### config.mk
export PLATFORM = sky130hd
export DESIGN_NAME = exec_time_profiler
export DESIGN_NICKNAME = d
export VERILOG_FILES = /design/src/rtl/fxp_pkg.sv /design/src/rtl/fxp_sat_add.sv /design/src/rtl/fxp_slot.sv /design/src/rtl/exec_time_profiler.sv
export SDC_FILE = /design/constraint.sdc
export NUM_CORES = 2
export LEC_CHECK = 0
export ABC_CLOCK_PERIOD_IN_PS = 6200
export CORE_ASPECT_RATIO = 1.25
export CORE_MARGIN = 8
export CORE_UTILIZATION = 30
export DETAILED_ROUTE_END_ITERATION = 10
export PLACE_DENSITY = 0.4
export REMOVE_ABC_BUFFERS = 1
export SYNTH_ARGS = -nofsm -noshare
export SYNTH_HDL_FRONTEND = slang
export SYNTH_SLANG_ARGS = --single-unit
### constraint.sdc
create_clock -name clk_i -period 6.2 [get_ports clk_i]
set_input_delay 1.86 -clock clk_i [delete_from_list [all_inputs] [get_ports clk_i]]
set_output_delay 1.86 -clock clk_i [all_outputs]
set_load 0.01 [all_outputs]
### src/rtl/fxp_pkg.sv
package fxp_pkg;
  typedef enum logic [2:0] {
    FLD_ENTRY = 3'd0,
    FLD_EXIT  = 3'd1,
    FLD_MIN   = 3'd2,
    FLD_MAX   = 3'd3,
    FLD_SUM   = 3'd4,
    FLD_COUNT = 3'd5,
    FLD_RSTRT = 3'd6,
    FLD_CTL   = 3'd7
  } fxp_field_e;

  localparam int FieldBits = 3;
endpackage

### src/rtl/fxp_sat_add.sv
module fxp_sat_add #(
  parameter int W  = 16,
  parameter int IW = 1
) (
  input  logic [W-1:0]  a_i,
  input  logic [IW-1:0] b_i,
  output logic [W-1:0]  sum_o
);
  logic [W:0] ext;

  assign ext   = {1'b0, a_i} + {{(W + 1 - IW){1'b0}}, b_i};
  assign sum_o = ext[W] ? '1 : ext[W-1:0];
endmodule

### src/rtl/fxp_slot.sv
module fxp_slot #(
  parameter int AW = 32,
  parameter int TW = 32,
  parameter int SW = 32,
  parameter int CW = 16
) (
  input  logic          clk_i,
  input  logic          rst_ni,
  input  logic          en_i,
  input  logic          fetch_valid_i,
  input  logic [AW-1:0] fetch_addr_i,
  input  logic [TW-1:0] now_i,
  input  logic          entry_we_i,
  input  logic          exit_we_i,
  input  logic [AW-1:0] wdata_i,
  input  logic          clr_i,
  output logic [AW-1:0] entry_addr_o,
  output logic [AW-1:0] exit_addr_o,
  output logic [TW-1:0] min_o,
  output logic [TW-1:0] max_o,
  output logic [SW-1:0] sum_o,
  output logic [CW-1:0] count_o,
  output logic [CW-1:0] rstrt_o,
  output logic          open_o
);
  logic [AW-1:0] entry_q, exit_q;
  logic [TW-1:0] t0_q, min_q, max_q, elapsed;
  logic [SW-1:0] sum_q, sum_nxt;
  logic [CW-1:0] count_q, count_nxt, rstrt_q, rstrt_nxt;
  logic          open_q;
  logic          live, hit_entry, hit_exit, close_iv, open_iv;

  assign live      = en_i & fetch_valid_i;
  assign hit_entry = live && (fetch_addr_i == entry_q);
  assign hit_exit  = live && (fetch_addr_i == exit_q);
  // exit takes precedence so that equal entry/exit addresses alternate
  assign close_iv  = hit_exit && open_q;
  assign open_iv   = hit_entry && !close_iv;
  assign elapsed   = now_i - t0_q;

  fxp_sat_add #(.W(SW), .IW(TW)) u_sum (
    .a_i(sum_q), .b_i(elapsed), .sum_o(sum_nxt)
  );
  fxp_sat_add #(.W(CW), .IW(1)) u_count (
    .a_i(count_q), .b_i(1'b1), .sum_o(count_nxt)
  );
  fxp_sat_add #(.W(CW), .IW(1)) u_rstrt (
    .a_i(rstrt_q), .b_i(1'b1), .sum_o(rstrt_nxt)
  );

  always_ff @(posedge clk_i or negedge rst_ni) begin
    if (!rst_ni) begin
      entry_q <= '0;
      exit_q  <= '0;
    end else begin
      if (entry_we_i) entry_q <= wdata_i;
      if (exit_we_i)  exit_q  <= wdata_i;
    end
  end

  always_ff @(posedge clk_i or negedge rst_ni) begin
    if (!rst_ni) begin
      t0_q    <= '0;
      min_q   <= '1;
      max_q   <= '0;
      sum_q   <= '0;
      count_q <= '0;
      rstrt_q <= '0;
      open_q  <= 1'b0;
    end else if (clr_i) begin
      min_q   <= '1;
      max_q   <= '0;
      sum_q   <= '0;
      count_q <= '0;
      rstrt_q <= '0;
      open_q  <= 1'b0;
    end else if (close_iv) begin
      if (elapsed < min_q) min_q <= elapsed;
      if (elapsed > max_q) max_q <= elapsed;
      sum_q   <= sum_nxt;
      count_q <= count_nxt;
      open_q  <= 1'b0;
    end else if (open_iv) begin
      t0_q   <= now_i;
      open_q <= 1'b1;
      if (open_q) rstrt_q <= rstrt_nxt;
    end
  end

  assign entry_addr_o = entry_q;
  assign exit_addr_o  = exit_q;
  assign min_o        = min_q;
  assign max_o        = max_q;
  assign sum_o        = sum_q;
  assign count_o      = count_q;
  assign rstrt_o      = rstrt_q;
  assign open_o       = open_q;

  a_r4_min_le_max: assert property (@(posedge clk_i) disable iff (!rst_ni)
    (count_q != '0) |-> (min_q <= max_q));

  a_r8_count_holds_top: assert property (@(posedge clk_i) disable iff (!rst_ni)
    (count_q == '1 && !clr_i) |=> (count_q == '1));

  a_r8_sum_no_wrap: assert property (@(posedge clk_i) disable iff (!rst_ni)
    !clr_i |=> (sum_q >= $past(sum_q)));

  a_r6_rstrt_no_wrap: assert property (@(posedge clk_i) disable iff (!rst_ni)
    !clr_i |=> (rstrt_q >= $past(rstrt_q)));

  a_r5_exit_needs_open: assert property (@(posedge clk_i) disable iff (!rst_ni)
    (!open_q && !clr_i) |=> $stable(count_q));

  a_r9_clear_one_cycle: assert property (@(posedge clk_i) disable iff (!rst_ni)
    clr_i |=> (count_q == '0 && sum_q == '0 && rstrt_q == '0 && !open_q
               && max_q == '0 && min_q == '1));

  a_r10_idle_quiet: assert property (@(posedge clk_i) disable iff (!rst_ni)
    (!(en_i && fetch_valid_i) && !clr_i)
      |=> ($stable(open_q) && $stable(count_q) && $stable(rstrt_q)));
endmodule

### src/rtl/exec_time_profiler.sv
module exec_time_profiler
  import fxp_pkg::*;
#(
  parameter int NUM_SLOTS = 4,
  parameter int AW        = 32,
  parameter int TW        = 32,
  parameter int SW        = 32,
  parameter int CW        = 16,
  parameter int DW        = 32,
  localparam int RAW      = $clog2(NUM_SLOTS + 1) + FieldBits
) (
  input  logic          clk_i,
  input  logic          rst_ni,
  input  logic          fetch_valid_i,
  input  logic [AW-1:0] fetch_addr_i,
  input  logic          reg_we_i,
  input  logic [RAW-1:0] reg_addr_i,
  input  logic [DW-1:0] reg_wdata_i,
  output logic [DW-1:0] reg_rdata_o
);
  localparam int RGW = RAW - FieldBits;

  logic [RGW-1:0] region;
  fxp_field_e     field;
  logic           en_q;
  logic [TW-1:0]  now_q;

  logic [AW-1:0] entry_a [NUM_SLOTS];
  logic [AW-1:0] exit_a  [NUM_SLOTS];
  logic [TW-1:0] min_a   [NUM_SLOTS];
  logic [TW-1:0] max_a   [NUM_SLOTS];
  logic [SW-1:0] sum_a   [NUM_SLOTS];
  logic [CW-1:0] count_a [NUM_SLOTS];
  logic [CW-1:0] rstrt_a [NUM_SLOTS];
  logic          open_a  [NUM_SLOTS];

  assign region = reg_addr_i[RAW-1:FieldBits];
  assign field  = fxp_field_e'(reg_addr_i[FieldBits-1:0]);

  always_ff @(posedge clk_i or negedge rst_ni) begin
    if (!rst_ni) begin
      en_q  <= 1'b0;
      now_q <= '0;
    end else begin
      now_q <= now_q + 1'b1;
      if (reg_we_i && region == '0 && field == FLD_ENTRY) en_q <= reg_wdata_i[0];
    end
  end

  for (genvar g = 0; g < NUM_SLOTS; g++) begin : g_slot
    logic sel_w;
    assign sel_w = reg_we_i && (region == RGW'(g + 1));

    fxp_slot #(.AW(AW), .TW(TW), .SW(SW), .CW(CW)) u_slot (
      .clk_i        (clk_i),
      .rst_ni       (rst_ni),
      .en_i         (en_q),
      .fetch_valid_i(fetch_valid_i),
      .fetch_addr_i (fetch_addr_i),
      .now_i        (now_q),
      .entry_we_i   (sel_w && field == FLD_ENTRY),
      .exit_we_i    (sel_w && field == FLD_EXIT),
      .wdata_i      (reg_wdata_i[AW-1:0]),
      .clr_i        (sel_w && field == FLD_CTL && reg_wdata_i[0]),
      .entry_addr_o (entry_a[g]),
      .exit_addr_o  (exit_a[g]),
      .min_o        (min_a[g]),
      .max_o        (max_a[g]),
      .sum_o        (sum_a[g]),
      .count_o      (count_a[g]),
      .rstrt_o      (rstrt_a[g]),
      .open_o       (open_a[g])
    );
  end

  always_comb begin
    reg_rdata_o = '0;
    if (region == '0 && field == FLD_ENTRY) reg_rdata_o[0] = en_q;
    for (int s = 0; s < NUM_SLOTS; s++) begin
      if (region == RGW'(s + 1)) begin
        case (field)
          FLD_ENTRY: reg_rdata_o = DW'(entry_a[s]);
          FLD_EXIT:  reg_rdata_o = DW'(exit_a[s]);
          FLD_MIN:   reg_rdata_o = DW'(min_a[s]);
          FLD_MAX:   reg_rdata_o = DW'(max_a[s]);
          FLD_SUM:   reg_rdata_o = DW'(sum_a[s]);
          FLD_COUNT: reg_rdata_o = DW'(count_a[s]);
          FLD_RSTRT: reg_rdata_o = DW'(rstrt_a[s]);
          FLD_CTL:   reg_rdata_o = DW'(open_a[s]);
          default:   reg_rdata_o = '0;
        endcase
      end
    end
  end
endmodule

==> impl_metrics.csv <==
group,metric,value,unit
die,dieHeight,541,um
outcome,failed_checks,"negative setup slack",
timing,final.period_utilization,100,%
pwr,power.static_leakage,38.1,nW
setup_path,critPathCaptureType,"output pin",
clock_tree,cts_num_sinks,933,
logic_synthesis,number_of_enable_type_register_cells_in_the_synthesized_netlist,0,
global_route,grt.overflow.total,0,
cells_and_area,nets,8404,
timing,unrepaired_setup_endpoints_after_global_routing,"true",
detailed_routing,detail_route.first_pass.iterations,6,
setup_path,timing.critical_path.from_type,"primary input",
placed_design,place.port_buffers,105,
logic_synthesis,ys_dominant_reg_cell,"sky130_fd_sc_hd__dfrtp_1",
cells_and_area,finalCoreUtilization,36.8,%
die,io_pins,106,
placed_design,gp_routability_congestion,0.952,
logic_synthesis,mappedNetlistArea,0.0662,mm^2
cells_and_area,combined_area_of_the_multi_input_logic_cells,0.0403,mm^2
clock_tree,clockRootBuffer,"sky130_fd_sc_hd__clkbuf_16",
placed_design,postPlaceCellArea,0.0750,mm^2
hold_path,worstHoldPathType,"reg -> reg",
global_route,maximum_number_of_pins_on_one_net_before_global_route_repair,127,
setup_path,required,4340,ps
die,fp.dieW,436,um
timing,fin_crit,6230,ps
clock_tree,cts.path.max_buffers,3,
global_route,grt_pass1_vias,59900,
detailed_routing,drt_first_iter_violations,5247,
setup_path,crit_path_max_fanout,11,
logic_synthesis,ys_async_sr_fraction,100,%
detailed_routing,drt-vias-per-instance,5.62,
cells_and_area,layout-drive-gt1-share,21.0,%
clock_tree,clkSlewWorstSetupHoldPaths,60,ps
die,initial_core_util,30.2,%
clock_tree,cts_buffers,116,
cells_and_area,layout.area.seq,0.0235,mm^2
detailed_routing,wl_per_cell,30.8,um
timing,max_frequency,161,MHz
timing,setup_viol_count_final,2,
pwr,powerDensity,205,mW/mm^2
clock_tree,tritoncts,"built",
cells_and_area,syn_to_final_growth,21.7,%
clock_tree,insertion_delay,780,ps
outcome,run_status,"finished, violations left",
cells_and_area,fin_area,0.0805,mm^2
detailed_routing,detail-route-antenna-nets,0,
cells_and_area,final_common_cell,"sky130_fd_sc_hd__dfrtp_1",
detailed_routing,final_wirelength,333000,um
clock_tree,h-tree-depth,3,
logic_synthesis,yosys_register_bits,933,
logic_synthesis,seq_area_frac_synth,35.5,%
die,std_cell_rows,192,
timing,hold_ws,481,ps
setup_path,wp_data_arrival,4370,ps
logic_synthesis,avgSynthCellArea,9.10,um^2
die,die_area,0.236,mm^2
logic_synthesis,syn_inst,7272,
logic_synthesis,ys_types,94,
timing,max_slew.worst_pin.slew,1150,ps
setup_path,cp_class,"in -> out",
placed_design,placement.setup.worst_slack,-1160,ps
timing,final-max-slew-violation-count,0,
global_route,grt_pass1_wl,466000,um
die,design.core.area,0.219,mm^2
timing,timing_hold_violations_final,0,
detailed_routing,drc_violation_count_after_routing,0,
cells_and_area,fill_cell_instance_count_of_the_final_layout,22500,
detailed_routing,route.vias.total,60800,
pwr,irDropWorstVdd,0.255,mV
global_route,initial_antenna_violation_count,16,
job,max_cap_viol_count,0,
timing,fin_ws,-27.3,ps
placed_design,dp_hpwl,265000,um
cells_and_area,final_cell_mix,"sky130_fd_sc_hd__dfrtp_1 (805), sky130_fd_sc_hd__a21oi_1 (667), sky130_fd_sc_hd__buf_4 (614)",
global_route,globalRouteTotalUtil,27.1,%
timing,clock-skew-final,42.5,ps
logic_synthesis,yosys_warnings,0,
timing,maxSlewHeadroom,22.8,%
metrics by stage:
step / cells / total power [mW] / TNS, ps
CTS: 10800 / 16.6 / -255
global placement: 10600 / 8.96 / -20060
detailed placement: 10600 / 8.96 / -21170
floorplan: 6891 / 7.65 / -231920
global route: 10800 / 17.0 / -142
finish: 10800 / 16.5 / -42.8
routing by layer:
layer  up-vias  GRT usage [%]  part of all wire [%]
met5         -              0                     0
met4         0           15.8                   7.2
met3       577           2.92                   4.8
met2      2136           45.9                    47
met1     30600           33.5                    41
li1      27500              -                     -
cells in the mapped netlist (30+ instances only):
cell / number / area share (%)
sky130_fd_sc_hd__mux2i_1: 171 / 2.6
sky130_fd_sc_hd__a21o_1: 205 / 2.3
sky130_fd_sc_hd__clkbuf_1: 278 / 1.6
sky130_fd_sc_hd__buf_2: 54 / 0.41
sky130_fd_sc_hd__xnor2_1: 280 / 3.7
sky130_fd_sc_hd__nor2b_1: 49 / 0.46
sky130_fd_sc_hd__o21a_1: 41 / 0.47
sky130_fd_sc_hd__nor3_1: 112 / 0.85
sky130_fd_sc_hd__nand4_1: 156 / 1.5
sky130_fd_sc_hd__a211oi_1: 57 / 0.65
sky130_fd_sc_hd__o221ai_1: 37 / 0.49
sky130_fd_sc_hd__a31oi_1: 57 / 0.54
sky130_fd_sc_hd__o21bai_1: 30 / 0.34
sky130_fd_sc_hd__buf_1: 34 / 0.19
sky130_fd_sc_hd__o211ai_1: 90 / 1.0
sky130_fd_sc_hd__nor4_1: 69 / 0.65
sky130_fd_sc_hd__a311oi_1: 35 / 0.46
sky130_fd_sc_hd__dfstp_2: 128 / 5.1
sky130_fd_sc_hd__nand2_1: 620 / 3.5
sky130_fd_sc_hd__nor2_1: 414 / 2.3
sky130_fd_sc_hd__nand2b_1: 39 / 0.37
sky130_fd_sc_hd__o21ai_0: 377 / 2.9
sky130_fd_sc_hd__mux2_2: 396 / 6.7
sky130_fd_sc_hd__nand3_1: 172 / 1.3
sky130_fd_sc_hd__a21oi_1: 689 / 5.2
sky130_fd_sc_hd__xor2_1: 225 / 3.0
sky130_fd_sc_hd__a221oi_1: 76 / 1.0
sky130_fd_sc_hd__a22oi_1: 92 / 1.0
sky130_fd_sc_hd__inv_1: 481 / 2.7
sky130_fd_sc_hd__dfrtp_1: 805 / 30
sky130_fd_sc_hd__and3_1: 73 / 0.69
sky130_fd_sc_hd__ha_1: 513 / 9.7
kinds of logic (layout without fill, tap and decap cells):
| group | Yosys count | count (layout) | synth area share [%] |
|---|---|---|---|
| AOI/OAI and AO/OA | 2018 | 2018 | 19.5 |
| xor gates and xnor gates | 505 | 505 | 6.69 |
| adders and majority gates | 521 | 521 | 9.94 |
| buffers and inverters | 867 | 1503 | 5.13 |
| DFF | 933 | 933 | 35.5 |
| muxes | 587 | 587 | 10.0 |
| other | 0 | 8 | 0 |
| and+or+nand+nor | 1841 | 1841 | 13.2 |
worst paths after layout:
| kind | start | endpoint | slack [ps] | cells past startpoint |
|---|---|---|---|---|
| min in group asynchronous | rst_ni | g_slot[1].u_slot.max_o[30] | 1170 | 1 |
| min reg2reg | g_slot[1].u_slot.t0_q[0] | g_slot[1].u_slot.t0_q[0] | 480 | 2 |
| max in group asynchronous | rst_ni | g_slot[0].u_slot.entry_addr_o[26] | 3730 | 2 |
| max | reg_addr_i[0] | reg_rdata_o[8] | -30 | 13 |
| min | g_slot[1].u_slot.t0_q[0] | g_slot[1].u_slot.t0_q[0] | 480 | 2 |
| max reg2reg | now_q[1] | g_slot[3].u_slot.min_o[28] | 210 | 20 |
repair_timing:
item | in CTS | in global routing
pin swaps | 42 | 24
endpoints found under the setup margin | 51 | 273
resized for setup | 221 | 60
gates cloned | 2 | 2
hold buffers | 0 | 0
buffers inserted | 24 | 12
endpoints found under the hold margin | 0 | 0
where the power goes:
part | internal, mW | leakage, nW | switching (mW)
Sequential | 6.45 | 12.3 | 0.557
Combinational | 0.837 | 23.7 | 1.14
Clock | 4.41 | 2.01 | 3.10
flip-flops by register name (all words and copies together) (netlist names):
signal                      flops
en_q                            1
g_slot.u_slot.count_o          64
g_slot.u_slot.entry_addr_o    128
g_slot.u_slot.exit_addr_o     128
g_slot.u_slot.max_o           128
g_slot.u_slot.min_o           128
g_slot.u_slot.open_o            4
g_slot.u_slot.rstrt_o          64
g_slot.u_slot.sum_o           128
g_slot.u_slot.t0_q            128
now_q                          32
critical path, stage by stage:
cell and delay (ps):
sky130_fd_sc_hd__buf_16 150, sky130_fd_sc_hd__buf_16 160, sky130_fd_sc_hd__buf_4 130, sky130_fd_sc_hd__nor2_4 50, sky130_fd_sc_hd__buf_12 130, sky130_fd_sc_hd__buf_4 160
sky130_fd_sc_hd__buf_12 160, sky130_fd_sc_hd__a221oi_2 420, sky130_fd_sc_hd__o21ai_2 210, sky130_fd_sc_hd__a311oi_4 380, sky130_fd_sc_hd__buf_4 170, sky130_fd_sc_hd__a21oi_1 50
sky130_fd_sc_hd__dlygate4sd2_1 310
final cells by class:
class,instances,share of cell area (%)
diodes,8,0.0249
well taps,2910,4.52
inverters,486,2.29
multi-input cells,5472,50.0
clock buffers,168,4.21
clock inverters,49,0.882
flip-flops and latches,933,29.2
repair buffers,800,8.88
No activity file was read; power rests on OpenSTA's default activity.
